### config.mk
export PLATFORM = sky130hd
export DESIGN_NAME = wm_inserter
export DESIGN_NICKNAME = d
export VERILOG_FILES = /design/src/rtl/wm_pkg.sv /design/src/rtl/wm_seq.sv /design/src/rtl/wm_strength_sel.sv /design/src/rtl/wm_scale_lane.sv /design/src/rtl/wm_inserter.sv
export SDC_FILE = /design/constraint.sdc
export NUM_CORES = 1
export LEC_CHECK = 0
export BUFFER_PORTS_ARGS = -buffer_cell sky130_fd_sc_hd__buf_2
export CAP_MARGIN = 5
export CORE_ASPECT_RATIO = 1.2
export CORE_UTILIZATION = 65
export DETAILED_ROUTE_END_ITERATION = 7
export PLACE_DENSITY = 0.95
export SYNTH_ARGS = -nofsm -noshare
export SYNTH_HDL_FRONTEND = slang
export SYNTH_SLANG_ARGS = --single-unit
### constraint.sdc
create_clock -name clk -period 16.4 [get_ports clk]
set_clock_uncertainty 0.05 [all_clocks]
set_input_delay 2.46 -clock clk [delete_from_list [all_inputs] [get_ports clk]]
set_output_delay 2.46 -clock clk [all_outputs]
set_load 0.02 [all_outputs]
### src/rtl/wm_pkg.sv
// Package: shared constants and types for the watermark inserter.
// Assumes exactly four coefficients per block, indexed 0..3 in the order
// DC, AC(0,1), AC(1,0), AC(1,1); index 0 is the only DC term.
package wm_pkg;

    localparam int unsigned NUM_COEF = 4;
    localparam int unsigned IDX_W    = 2;

    typedef enum logic [IDX_W-1:0] {
        IDX_DC   = 2'd0,
        IDX_AC01 = 2'd1,
        IDX_AC10 = 2'd2,
        IDX_AC11 = 2'd3
    } coef_idx_e;

endpackage

### src/rtl/wm_seq.sv
// Module: wm_seq
// Step sequencer for the inserter. It accepts start when idle or in the final
// step, walks step 0..STEPS-1 and raises done for one cycle after the last
// step. Assumes STEPS >= 2.
module wm_seq #(
    parameter int unsigned STEPS = 4,
    localparam int unsigned STEP_W = $clog2(STEPS)
) (
    input  logic              clk,
    input  logic              rst_n,
    input  logic              start,
    output logic              accept,
    output logic              busy,
    output logic              last,
    output logic [STEP_W-1:0] step,
    output logic              done
);

    localparam logic [STEP_W-1:0] LAST_STEP = STEP_W'(STEPS - 1);

    // Decode the final step and whether a start is taken this cycle.
    always_comb begin
        last   = busy && (step == LAST_STEP);
        accept = start && (!busy || last);
    end

    // Advance the step counter and produce the completion strobe.
    always_ff @(posedge clk) begin
        if (!rst_n) begin
            busy <= 1'b0;
            step <= '0;
            done <= 1'b0;
        end else begin
            done <= last;
            if (accept) begin
                busy <= 1'b1;
                step <= '0;
            end else if (last) begin
                busy <= 1'b0;
                step <= '0;
            end else if (busy) begin
                step <= step + 1'b1;
            end
        end
    end

endmodule

### src/rtl/wm_strength_sel.sv
// Module: wm_strength_sel
// Strength multiplexer: returns the DC strength for coefficient index 0 and
// the AC strength for every other index. Both strengths are Q1.15 values.
module wm_strength_sel
    import wm_pkg::*;
#(
    parameter int unsigned ALPHA_W  = 16,
    parameter int unsigned ALPHA_DC = 655,
    parameter int unsigned ALPHA_AC = 3277
) (
    input  logic [IDX_W-1:0]   idx,
    output logic [ALPHA_W-1:0] alpha
);

    // Pick the strength by coefficient class.
    always_comb begin
        alpha = (coef_idx_e'(idx) == IDX_DC) ? ALPHA_W'(ALPHA_DC) : ALPHA_W'(ALPHA_AC);
    end

endmodule

### src/rtl/wm_scale_lane.sv
// Module: wm_scale_lane
// One arithmetic lane. It computes c +/- round(c * alpha) and saturates the
// result to the coefficient width. alpha is non-negative with FRAC_W
// fraction bits and assumed below 1.0, so the offset fits in COEF_W+1 bits.
module wm_scale_lane #(
    parameter int unsigned COEF_W  = 16,
    parameter int unsigned ALPHA_W = 16,
    parameter int unsigned FRAC_W  = 15
) (
    input  logic signed [COEF_W-1:0] coef,
    input  logic        [ALPHA_W-1:0] alpha,
    input  logic                      add,
    output logic signed [COEF_W-1:0] res
);

    localparam int unsigned PROD_W = COEF_W + ALPHA_W + 1;
    localparam int unsigned SUM_W  = COEF_W + 2;
    localparam logic signed [PROD_W-1:0] HALF  = PROD_W'(1) << (FRAC_W - 1);
    localparam logic signed [SUM_W-1:0]  MAX_S = (SUM_W'(1) << (COEF_W - 1)) - SUM_W'(1);
    localparam logic signed [SUM_W-1:0]  MIN_S = -(SUM_W'(1) << (COEF_W - 1));

    logic signed [PROD_W-1:0] c_w, a_w, prod, shifted;
    logic signed [COEF_W:0]   delta;
    logic signed [SUM_W-1:0]  sum;

    // Multiply, round to nearest and scale back to integer units.
    always_comb begin
        c_w     = PROD_W'(coef);
        a_w     = PROD_W'($signed({1'b0, alpha}));
        prod    = c_w * a_w;
        shifted = (prod + HALF) >>> FRAC_W;
        delta   = $signed(shifted[COEF_W:0]);
    end

    // Add or subtract the offset, then clamp to the signed range.
    always_comb begin
        sum = add ? (SUM_W'(coef) + SUM_W'(delta)) : (SUM_W'(coef) - SUM_W'(delta));
        if (sum > MAX_S)      res = MAX_S[COEF_W-1:0];
        else if (sum < MIN_S) res = MIN_S[COEF_W-1:0];
        else                  res = sum[COEF_W-1:0];
    end

endmodule

### src/rtl/wm_inserter.sv
// Module: wm_inserter (top)
// Embeds a 2x2 watermark tile into the four low-frequency DCT coefficients of
// one block. PARALLEL=0 uses one lane (4 cycles per block); PARALLEL=1 uses
// two lanes (2 cycles). Inputs are captured at an accepted start. Results
// are valid while done_o is high.
module wm_inserter
    import wm_pkg::*;
#(
    parameter int unsigned COEF_W   = 16,
    parameter int unsigned ALPHA_W  = 16,
    parameter int unsigned FRAC_W   = 15,
    parameter int unsigned ALPHA_DC = 655,
    parameter int unsigned ALPHA_AC = 3277,
    parameter bit          PARALLEL = 1'b0
) (
    input  logic                     clk,
    input  logic                     rst_n,
    input  logic                     start,
    input  logic signed [COEF_W-1:0] c00_i,
    input  logic signed [COEF_W-1:0] c01_i,
    input  logic signed [COEF_W-1:0] c10_i,
    input  logic signed [COEF_W-1:0] c11_i,
    input  logic [NUM_COEF-1:0]      wm_i,
    output logic signed [COEF_W-1:0] c00_o,
    output logic signed [COEF_W-1:0] c01_o,
    output logic signed [COEF_W-1:0] c10_o,
    output logic signed [COEF_W-1:0] c11_o,
    output logic                     done_o
);

    localparam int unsigned LANES  = PARALLEL ? 2 : 1;
    localparam int unsigned STEPS  = NUM_COEF / LANES;
    localparam int unsigned STEP_W = $clog2(STEPS);

    logic                     accept, busy, last;
    logic [STEP_W-1:0]        step;
    logic signed [COEF_W-1:0] coef_q [NUM_COEF];
    logic [NUM_COEF-1:0]      wm_q;
    logic signed [COEF_W-1:0] res_q  [NUM_COEF];
    logic [IDX_W-1:0]         lane_idx [LANES];
    logic signed [COEF_W-1:0] lane_res [LANES];

    wm_seq #(.STEPS(STEPS)) u_seq (
        .clk    (clk),
        .rst_n  (rst_n),
        .start  (start),
        .accept (accept),
        .busy   (busy),
        .last   (last),
        .step   (step),
        .done   (done_o)
    );

    // Capture the coefficient set and tile bits when a block is accepted.
    always_ff @(posedge clk) begin
        if (!rst_n) begin
            for (int i = 0; i < NUM_COEF; i++) coef_q[i] <= '0;
            wm_q <= '0;
        end else if (accept) begin
            coef_q[0] <= c00_i;
            coef_q[1] <= c01_i;
            coef_q[2] <= c10_i;
            coef_q[3] <= c11_i;
            wm_q      <= wm_i;
        end
    end

    for (genvar g = 0; g < LANES; g++) begin : g_lane
        logic [ALPHA_W-1:0] alpha;

        // Coefficient index handled by this lane in the current step.
        assign lane_idx[g] = IDX_W'(int'(step) * LANES + g);

        wm_strength_sel #(
            .ALPHA_W  (ALPHA_W),
            .ALPHA_DC (ALPHA_DC),
            .ALPHA_AC (ALPHA_AC)
        ) u_sel (
            .idx   (lane_idx[g]),
            .alpha (alpha)
        );

        wm_scale_lane #(
            .COEF_W  (COEF_W),
            .ALPHA_W (ALPHA_W),
            .FRAC_W  (FRAC_W)
        ) u_lane (
            .coef  (coef_q[lane_idx[g]]),
            .alpha (alpha),
            .add   (wm_q[lane_idx[g]]),
            .res   (lane_res[g])
        );
    end

    // Write each lane's result into its coefficient slot during a run.
    always_ff @(posedge clk) begin
        if (!rst_n) begin
            for (int i = 0; i < NUM_COEF; i++) res_q[i] <= '0;
        end else if (busy) begin
            for (int l = 0; l < LANES; l++) res_q[lane_idx[l]] <= lane_res[l];
        end
    end

    assign c00_o = res_q[0];
    assign c01_o = res_q[1];
    assign c10_o = res_q[2];
    assign c11_o = res_q[3];

endmodule

==> results.toml <==
[timing]
tightest_slew_ns = 1.03
rsz0062_at_grt = "false"
period_share = 0.694
finalSetupViolations = 0
max_freq_ghz = 0.0878
maxSlewHeadroom = 0.314
fin_crit_ns = 11.39
slew_violations = 0
fin_tns_setup_ns = 0
finalHoldViolCount = 0
hold_ws_ns = 0.437

[finish]
syn_to_final_growth_pct = 11.4
diodes = 0
drive_gt1_frac = 0.162
final_area_sq_um = 13700
fin_nets = 1531

[synth]
syn_area_per_cell_sq_um = 11.1
synth.area.top_cells = "edfxtp_1 31%, fa_1 18%, ha_1 13%"
ys_seq_area_frac = 0.328
synth.top_cell.area_share = 0.312
ys_async_sr_fraction = 0
synth_edf_count = 128
syn_area_sq_um = 12300
synthFlopType = "edfxtp_1"
synth_top_cell_by_area = "edfxtp_1"
netlist_instances = 1111
synth_cell_type_count = 74
synth_fp_nets = 1415
synth-seq-cells = 138
yosys_warnings = 0

[routing]
drt_pre_antenna_iters = 7
final_antenna_net_count = 0
vias = 9384
vias_per_cell = 6.29
drt_iter0_markers = 945
routedWlPerCell_um = 21.0
totalWireLength_mm = 31.4
drc = 0

[global_route]
grt_pass1_wl_mm = 49.4
gr-total-overflow = 0
grt_use_total = 0.336
antenna_found_initial = 0
first_global_vias = 10107
grt_start_max_net_pins = 69

[run]
cap_violations = 0

[setup_path]
critPathKind = "reg2reg"
worstPathArrival_ns = 11.46
start_kind = "register"
slowest_stage = "dfxtp_1"
cp_data_required_time_ns = 16.47
max_stage_delay_ns = 1.00
path_max_fanout = 16
cp_common_cell = "fa_1"
end_kind = "register"

[placement]
place_area_sq_um = 13100
gp_congestion = 0.966
port_buffers = 135
dpl.hpwl_mm = 23.7

[floorplan]
die_area_sq_um = 19500
core_sq_um = 18400
row_count = 54
start_util = 0.671
num_io_pins = 136
die_h_um = 153
die_x_um = 128

[cts]
postCtsHoldBufs = 0
cts_tree = "yes"
clockRootBuffer = "clkbuf_16"
clkLatencyLatePin_ns = 0.43
cts_max_path_buffers = 2
clock_sinks = 138
path_clk_slew_ns = 0.06
cts_buffers = 17
cts.repair.resized = 0
h-tree-depth = 4
cts_setup_buffers = 0

[outcome]
status = "complete, no violations"

[hold_path]
hp-class = "reg2reg"
stage by stage:
step	setup slack [ns]	utilization	cells
after global placement	5.65	0.714	1460
final	5.01	0.747	1491
after detailed placement	5.30	0.714	1460
after CTS	5.08	0.747	1491
after floorplan	6.68	-	1111
after global routing	4.21	0.747	1491
routing by layer:
layer  up-vias  part of all wire  global-route usage
met2       576              0.52               0.588
met1      4481              0.34               0.358
li1       4148                 -                   -
met5         -                 0                   0
met4         0             0.072               0.253
met3       179             0.072              0.0609
placed cells by master, fill, tap and decap left out, types with 3 or more instances in the layout:
cell,n
buf_2,135
inv_1,128
edfxtp_1,128
ha_1,125
fa_1,108
and2_1,78
nand2_1,62
nor2_1,53
o31ai_1,42
a21oi_1,38
xnor2_1,29
xor2_1,26
o21ai_0,23
o21ai_1,18
clkbuf_16,17
nand2b_1,15
mux4_2,14
nor3_1,14
a31oi_1,14
a211oi_1,11
nand3_1,11
nand4_1,10
dfxtp_1,10
a21o_1,9
and3_1,9
o21a_1,8
o22ai_1,5
o21bai_1,5
a211o_1,5
nor2b_1,5
buf_4,5
and4_1,4
a22o_1,4
inv_6,4
or3_1,3
nor4_1,3
mux4_1,3
bufinv_16,3
clkinvlp_4,3
path summary, 6_finish.rpt:
check	cells after the start	end	startpoint	slack [ns]
worst max-delay path	33	res_q[0][6]$_SDFFCE_PN0P_	register	5.01
worst min-delay path	1	wm_q[0]$_SDFFE_PN0P_	wm_q[0]$_SDFFE_PN0P_	0.44
worst max register to register	33	res_q[0][6]$_SDFFCE_PN0P_	register	5.01
worst min register to register	1	wm_q[0]$_SDFFE_PN0P_	wm_q[0]$_SDFFE_PN0P_	0.44
synth_stat cells (3+ instances only):
| master | instances |
|---|---|
| and3_1 | 9 |
| nand2b_1 | 15 |
| mux4_2 | 14 |
| a21o_1 | 9 |
| nor2_1 | 53 |
| o21a_1 | 8 |
| o21ai_1 | 18 |
| and4_1 | 4 |
| clkbuf_1 | 28 |
| mux4_1 | 3 |
| xor2_1 | 26 |
| a211oi_1 | 11 |
| a211o_1 | 5 |
| xnor2_1 | 29 |
| nor4_1 | 3 |
| o21bai_1 | 5 |
| buf_2 | 4 |
| fa_1 | 108 |
| o31ai_1 | 42 |
| o22ai_1 | 5 |
| a31oi_1 | 14 |
| dfxtp_1 | 10 |
| ha_1 | 125 |
| a21oi_1 | 38 |
| nand4_1 | 10 |
| or3_1 | 3 |
| nand3_1 | 11 |
| nor3_1 | 14 |
| buf_1 | 3 |
| a22o_1 | 4 |
| edfxtp_1 | 128 |
| o21ai_0 | 23 |
| and2_1 | 78 |
| nand2_1 | 62 |
| inv_1 | 129 |
| nor2b_1 | 5 |
| buf_6 | 8 |
sequential cells by signal, summed over array words and instances (netlist names), named ones only:
name,count
coef_q,64
u_seq.done,1
u_seq.step,2
u_seq.busy,1
res_q,64
wm_q,4
kinds of logic (layout without fill, tap and decap cells):
kind of cell | after synthesis | in the layout | synth area share
and+or+nand+nor | 278 | 278 | 0.119
adders and majority gates | 233 | 233 | 0.302
AOI/OAI and AO/OA | 212 | 212 | 0.118
buffers and inverters | 173 | 301 | 0.0580
DFF | 138 | 138 | 0.328
xor gates and xnor gates | 55 | 55 | 0.0391
muxes | 20 | 20 | 0.0345
other | 2 | 2 | 0.000609
layout make-up:
class,instances,area (sq um)
Clock buffer,18,429
Timing Repair Buffer,140,713
Multi-Input combinational cell,800,7570
Inverter,130,488
Fill cell,1119,4650
Clock inverter,13,169
Sequential cell,138,4040
Tap cell,252,315
critical path, delay by kind of cell, from the launching register on:
kind	cells	cell delay [ns]
AOI/OAI and AO/OA	14	3.67
buffers and inverters	2	0.25
xor gates and xnor gates	2	0.46
adders and majority gates	8	3.61
muxes	1	0.81
DFF	1	1.00
and+or+nand+nor	6	1.18
Power is left out: the tool's default activity adds up to more than one toggle a clock period on the data nets, which glitch-free logic cannot reach.
